[src/rtl/esm_pkg.sv]
package esm_pkg;
  // strobes from control to datapath, valid for one cycle
  typedef struct packed {
    logic clearAcc;    // restart both accumulators
    logic latchFlags;  // publish verdict on the closing window
  } ctrlStrobes_t;
endpackage

[src/rtl/esm_ctrl.sv]
module esm_ctrl
  import esm_pkg::*;
(
  input  logic         clk,
  input  logic         rstN,
  input  logic         tickSec,
  output ctrlStrobes_t strobes
);
  logic seenTick;  // a full window exists once the first tick has passed

  always_ff @(posedge clk) begin
    if (!rstN) seenTick <= 1'b0;
    else if (tickSec) seenTick <= 1'b1;
  end

  always_comb begin
    strobes.clearAcc   = tickSec;
    strobes.latchFlags = tickSec & seenTick;
  end
endmodule

[src/rtl/esm_datapath.sv]
module esm_datapath
  import esm_pkg::*;
#(
  parameter int ERR_W = 24,
  parameter int BIT_W = 32,
  parameter int RATIO = 1000
) (
  input  logic         clk,
  input  logic         rstN,
  input  ctrlStrobes_t strobes,
  input  logic         errStb,
  input  logic         bitVld,
  output logic         esFlag,
  output logic         sesFlag
);
  localparam int RATIO_W = $clog2(RATIO + 1);
  localparam int PROD_W  = ERR_W + RATIO_W;
  localparam int CMP_W   = ((PROD_W > BIT_W) ? PROD_W : BIT_W) + 1;

  logic [ERR_W-1:0] errCnt;
  logic [BIT_W-1:0] bitCnt;
  logic [CMP_W-1:0] scaledErr;
  logic [CMP_W-1:0] bitWide;

  // saturating accumulators; tick-cycle strobes seed the new window
  always_ff @(posedge clk) begin
    if (!rstN) begin
      errCnt <= '0;
      bitCnt <= '0;
    end else if (strobes.clearAcc) begin
      errCnt <= ERR_W'(errStb);
      bitCnt <= BIT_W'(bitVld);
    end else begin
      if (errStb && errCnt != '1) errCnt <= errCnt + 1'b1;
      if (bitVld && bitCnt != '1) bitCnt <= bitCnt + 1'b1;
    end
  end

  always_comb begin
    scaledErr = CMP_W'(errCnt) * CMP_W'(RATIO);
    bitWide   = CMP_W'(bitCnt);
  end

  always_ff @(posedge clk) begin
    if (!rstN) begin
      esFlag  <= 1'b0;
      sesFlag <= 1'b0;
    end else if (strobes.latchFlags) begin
      esFlag  <= (errCnt != '0);
      sesFlag <= (scaledErr > bitWide);
    end
  end

  assert_tick_seed_R6: assert property (@(posedge clk) disable iff (!rstN)
    strobes.clearAcc |=> (errCnt == ERR_W'($past(errStb))) && (bitCnt == BIT_W'($past(bitVld))));

  assert_hold_flags_R5: assert property (@(posedge clk) disable iff (!rstN)
    !strobes.latchFlags |=> $stable(esFlag) && $stable(sesFlag));

  assert_ses_needs_es_R4: assert property (@(posedge clk) disable iff (!rstN)
    sesFlag |-> esFlag);

  assert_no_wrap_R3: assert property (@(posedge clk) disable iff (!rstN)
    (errCnt != '0) && !strobes.clearAcc |=> errCnt != '0);
endmodule

[src/rtl/err_sec_monitor.sv]
module err_sec_monitor
  import esm_pkg::*;
#(
  parameter int ERR_W = 24,
  parameter int BIT_W = 32,
  parameter int RATIO = 1000
) (
  input  logic       clk,
  input  logic       rstN,
  input  logic       tickSec,
  input  logic       errStb,
  input  logic       bitVld,
  output logic [7:0] statusByte
);
  ctrlStrobes_t strobes;
  logic esFlag;
  logic sesFlag;

  esm_ctrl u_ctrl (
    .clk     (clk),
    .rstN    (rstN),
    .tickSec (tickSec),
    .strobes (strobes)
  );

  esm_datapath #(.ERR_W(ERR_W), .BIT_W(BIT_W), .RATIO(RATIO)) u_dp (
    .clk     (clk),
    .rstN    (rstN),
    .strobes (strobes),
    .errStb  (errStb),
    .bitVld  (bitVld),
    .esFlag  (esFlag),
    .sesFlag (sesFlag)
  );

  assign statusByte = {6'b0, esFlag, sesFlag};

  assert_status_hold_R5: assert property (@(posedge clk) disable iff (!rstN)
    !tickSec |=> $stable(statusByte));
endmodule

[config.mk]
export PLATFORM = sky130hd
export DESIGN_NAME = err_sec_monitor
export DESIGN_NICKNAME = d
export VERILOG_FILES = /design/src/rtl/esm_pkg.sv /design/src/rtl/esm_ctrl.sv /design/src/rtl/esm_datapath.sv /design/src/rtl/err_sec_monitor.sv
export SDC_FILE = /design/constraint.sdc
export NUM_CORES = 1
export LEC_CHECK = 0
export ABC_AREA = 1
export ABC_CLOCK_PERIOD_IN_PS = 6700
export BUFFER_PORTS_ARGS = -buffer_cell sky130_fd_sc_hd__buf_2
export CORE_ASPECT_RATIO = 1.75
export CORE_MARGIN = 1
export CORE_UTILIZATION = 51
export CTS_CLUSTER_SIZE = 28
export DETAILED_ROUTE_END_ITERATION = 7
export PLACE_DENSITY = 0.65
export SKIP_LAST_GASP = 1
export SYNTH_ARGS = -nofsm -noshare
export SYNTH_HDL_FRONTEND = slang
export SYNTH_HIERARCHICAL = 1
export SYNTH_SLANG_ARGS = --single-unit
[constraint.sdc]
create_clock -name clk -period 6.7 [get_ports clk]
set_input_delay 0.335 -clock clk [delete_from_list [all_inputs] [get_ports clk]]
set_output_delay 0.335 -clock clk [all_outputs]
set_load 0.005 [all_outputs]
-- Word-level counts from Yosys, hierarchy flattened
Index checks and enable logic that the tools add are counted.
- equal/unequal tests: 2
- bitwise gates (word level): 2
- reductions and logical operators: 6
- multiplexer cells: 4
- $add $sub $neg: 2
- $lt $le $gt $ge: 1
- multipliers: 1
- operators by type and width (cell ; count):
    $gt A34 B32 Y1 ; 1
    $add A32 B1 Y32 const B ; 1
    $ne A32 B32 Y1 const B ; 1
    $mul A24 B7 Y31 const B ; 1
    $add A24 B1 Y24 const B ; 1
    $ne A24 B24 Y1 const B ; 1
    $reduce_bool A24 Y1 ; 1
    $mux W1 ; 4
    $reduce_bool A2 Y1 ; 2
    $logic_and A1 B1 Y1 ; 2
    $reduce_or A2 Y1 ; 1
    $and A1 B1 Y1 ; 1
    $not A1 Y1 ; 1
- logic and storage cells: 25
- output and inout bits: 8
- flip-flop bits (word level): 59
- bits of input ports: 5

-- Longest topological paths before layout
- depth after elaboration: 4
- depth in mapped cells: 33
- gate-level depth less buffers: 33

-- Modules after synthesis
Netlist, hierarchy kept.
- modules (own cells, without submodules) (module ; sequential area each (um^2) ; cells an instance ; area each (um^2) ; instances):
    esm_datapath ; 1161.1 ; 1077 ; 8114.0 ; 1
    err_sec_monitor ; 0.0 ; 9 ; 63.8 ; 1
    esm_ctrl ; 20.0 ; 7 ; 46.3 ; 1

-- Worst setup path before layout
Ideal clock, no wire load.
- path kind: register -> register
- start point: register u_dp.errCnt[1]
- end point: register u_dp.sesFlag
- path buffers: 0
- path slack: 1.681 ns
- cell stages (with the launch flop): 29
- clock period less this slack: 5.019 ns
- data arrival time: 4.910 ns
- library setup time: 0.109 ns
- data required time: 6.591 ns
- cells stage by stage: dfxtp_1 -> inv_1 -> fa_1 -> fa_1 -> fa_1 -> fa_1 -> inv_1 -> ha_1 -> a21o_1 -> nor2_1 -> o21ai_1 -> a21oi_1 -> o21ai_1 -> xor2_1 -> ha_1 -> nand2_1 -> inv_1 -> o21ai_0 -> a21oi_1 -> nor2_1 -> nand2_1 -> nand2_1 -> nand2_1 -> nand2_1 -> nand2_1 -> nand2_1 -> nand3_1 -> nand2_1 -> inv_1
- cells in the longest elaborated chain, start to end: 2
- ends and longest elaborated chain (element ; RTL line ; source):
    start, declared ; esm_datapath.sv:20 ; logic [ERR_W-1:0] errCnt;
    start signal, assigned ; esm_datapath.sv:31 ; errCnt <= ERR_W'(errStb);
    start signal, assigned ; esm_datapath.sv:34 ; if (errStb && errCnt != '1) errCnt <= errCnt + 1'b1;
    $mul A24 B7 Y31 ; esm_datapath.sv:40 ; scaledErr = CMP_W'(errCnt) * CMP_W'(RATIO);
    $gt A34 B32 Y1 ; esm_datapath.sv:50 ; sesFlag <= (scaledErr > bitWide);
    end signal, assigned ; esm_datapath.sv:50 ;
    end, declared ; esm_datapath.sv:14 ; output logic sesFlag
Every way passes these cells.
A chain may end at the register's enable or synchronous reset.

-- Worst setup path after layout
- start point: register u_dp.errCnt[0]
- end point: register u_dp.sesFlag
Same word-level chain as after synthesis.

==> summary.md <==
| Metric | Value |
|---|---|
| Status | finished clean |
| ANT nets after route | 0 |
| Pint | 0.000632 W |
| Clock slew at reported path FFs | 0.06 ns |
| Tot GR Track Use | 27.7% |
| DRT Wirelength | 21900 um |
| Max-cap violation count | 0 |
| DR WL met2 | 11800 um |
| Clock skew | 0.00793 ns |
| Worst-Margin Slew | 0.870 ns |
| Port Buffers | 6 |
| Vias in the first global route | 7183 |
| WP data required | 6.99 ns |
| Root buffer cell | clkbuf_16 |
| Drt drc | 0 |
| Beginning of the worst register-to-register path | u_dp/errCnt[0] |
| Clk buf depth | 2 |
| Async set-reset flop share out of synthesis | 0% |
| Sw Share | 28.3% |
| Number of flops mapped to enable cells by yosys | 0 |
| Post-synthesis sequential area ratio | 14.4% |
| Post-CTS setup buffers | 0 |
| F_max | 166 MHz |
| Die Y | 170 um |
| Netlist Area Pre-Place | 0.00822 mm2 |
| Hold_sp | rstN |
| Final HPWL DP | 18300 um |
| Top sig layer | met4 |
| Pwr dens | 102 mW/mm2 |
| Hold Crit Depth | 3 |
| Yosys warns | 6 |
| Cell mode on critical path | nand2_1 |
| Tcrit/Tclk final | 90.1% |
| Pleak | 3.85 nW |
| Sink Count | 59 |
| Mapped Avg Cell Area | 7.52 um2 |
| Wire per inst | 17.0 um |
| RD Place Congestion | 0.944 |
| Worst-case reg-to-reg path depth | 33 |
| Clock power frac | 48.6% |
| Reg2Reg Setup Slack | 0.66 ns |
| Synth top area share | 20.7% |
| Sequential group share of total power | 40.6% |
| Top cells by count, synth | 207 x inv_1, 204 x nand2_1, 113 x ha_1 |
| Slew HR | 41.6% |
| Worst R2R End | u_dp/sesFlag |
| Psw | 0.000249 W |
| Num rows | 61 |
| Mapped Cells | 1093 |
| Critical Path AT | 6.33 ns |
| Min-Delay Path Class | in -> reg |
| Max-slew violations | 0 |
| NumNets Final | 1303 |
| Placed insts | 1278 |
| Hold Violations, Final | 0 |
| First-pass GRT wire length | 35100 um |
| WS Path Type | reg -> reg |
| Die width | 98.0 um |
| Layout cells sized above 1 | 3.53% |
| Hold endpoint | u_ctrl/seenTick |
| WL met3 | 622 um |
| Synth top area cells | fa_1 21%, ha_1 17%, dfxtp_1 14% |
| 1st-iter DRT viols | 393 |
| Area of the core | 0.0158 mm2 |
| Crit path largest cell delay | 0.68 ns |
| Vias | 7040 |
| Die Area | 0.0167 mm2 |
| Largest net degree at the start of global routing | 25 |
| Worst Path Max Fanout | 12 |
| Crit. End Element | register |
| Vias per cell | 5.44 |
| Final core area utilization | 54.9% |
| Skew-Pair Late Insertion Delay | 0.34 ns |
| Synthesis-stage register bit count | 59 |
| Met1 WL | 8110 um |
| Comb pwr share | 10.7% |
| TritonCTS clock tree | yes |
| Non-Filler Instances | 1294 |
| Pre-antenna DRT Iters | 6 |
| GRT overflow | 0 |
| Post-synth top area cell | fa_1 |
| Post-synth cell types | 38 |
| Setup Viol. Count Final | 0 |
| Cts bufs inserted | 9 |
| Startpoint Class | register |
| Ports | 13 |
| VDD IR max | 103 uV |
| Initial Utilization | 52.1% |
| Top_reg_cell synth | dfxtp_1 |
| Slowest cell on crit path | dfxtp_1 |
| Setup TNS | 0 ns |
| # diodes | 0 |
| Resized cells post-CTS | 0 |
| RSZ-0062 raised after global routing | false |
| Count leader, synth | inv_1 |
| Minimum clock period | 6.04 ns |
| H-tree level count | 3 |
| Area delta synth->final | 5.49% |
| Initial antenna violation count | 0 |
| Hold_buf cts | 0 |
flip-flops by register name (all words and copies together), names as in the netlist:
register         count
u_dp/esFlag          1
u_ctrl/seenTick      1
u_dp/errCnt         24
u_dp/sesFlag         1
u_dp/bitCnt         32
cell type report:
cell class	count	area [um2]
clock buffer	10	229
clock inverter	6	32.5
fill	1500	7120
inverter	210	791
multi-input combinational	810	6150
sequential	59	1180
tap	189	236
timing repair buffer	10	60.1
cell usage in the layout, fill, tap and decap left out, types with 5 or more instances in the layout:
cell type	instances
inv_1	207
nand2_1	204
ha_1	113
fa_1	85
a21oi_1	83
nor2_1	81
dfxtp_1	59
o21ai_0	44
nor3_1	41
xor2_1	38
nand3_1	36
nand4_1	17
nor4_1	13
clkbuf_16	9
xnor2_1	8
conb_1	6
buf_2	6
a21o_1	6
a31oi_1	6
clkinv_2	5
nor3_2	5
logic make-up after synthesis:
kind of cell             after synthesis  synth area share (%)
adder cells (fa/ha/maj)              198                  37.9
flip-flops                            59                  14.4
AND/OR/NAND/NOR                      406                  21.7
XOR/XNOR                              46                  4.90
other                                  1                0.0456
buffers and inverters                229                  11.1
AO/OA/AOI/OAI                        154                  10.0
how the worst max path moves through the flow:
stage	slack, ns	depth (start not counted)	start	endpoint
after floorplan	1.68	28	u_dp/errCnt[1]	u_dp/sesFlag
after global placement	0.62	33	u_dp/errCnt[0]	u_dp/sesFlag
after detailed placement	0.63	33	u_dp/errCnt[0]	u_dp/sesFlag
after CTS	0.62	33	u_dp/errCnt[0]	u_dp/sesFlag
after global routing	0.15	33	u_dp/errCnt[0]	u_dp/sesFlag
final	0.66	33	u_dp/errCnt[0]	u_dp/sesFlag
power by group through the flow:
stage | combinational (W) | clock (W) | sequential [W]
final | 0.0000944 | 0.000429 | 0.000358
after global routing | 0.000109 | 0.000450 | 0.000359
after CTS | 0.0000959 | 0.000439 | 0.000358
after detailed placement | 0.0000952 | 0 | 0.000366
after global placement | 0.0000949 | 0 | 0.000366
after floorplan | 0.0000728 | 0 | 0.000364
critical path: cells and delay by family, from the launching register on:
family,cells,cell delay (ns)
AOI/OAI and AO/OA,3,0.67
xor gates and xnor gates,1,0.12
adders and majority gates,6,2.35
buffers and inverters,5,0.47
DFF,1,0.68
and+or+nand+nor,18,1.68
through the flow:
stage                     worst slack (ns)  hold WS (ns)  power, W  cell area, um2
after floorplan                       1.68         0.438  0.000437            8240
after global placement               0.620         0.452  0.000461            8410
after detailed placement             0.634         0.460  0.000461            8410
after CTS                            0.624         0.222  0.000893            8680
after global routing                 0.155         0.242  0.000918            8680
final                                0.663         0.232  0.000882            8680
per-layer routing:
layer	vias to the layer above	global-route usage [%]
met5	-	0
met4	0	18.8
met3	67	2.63
met2	203	53.1
met1	3268	27.9
li1	3502	-
No activity file was read; power rests on OpenSTA's default activity.
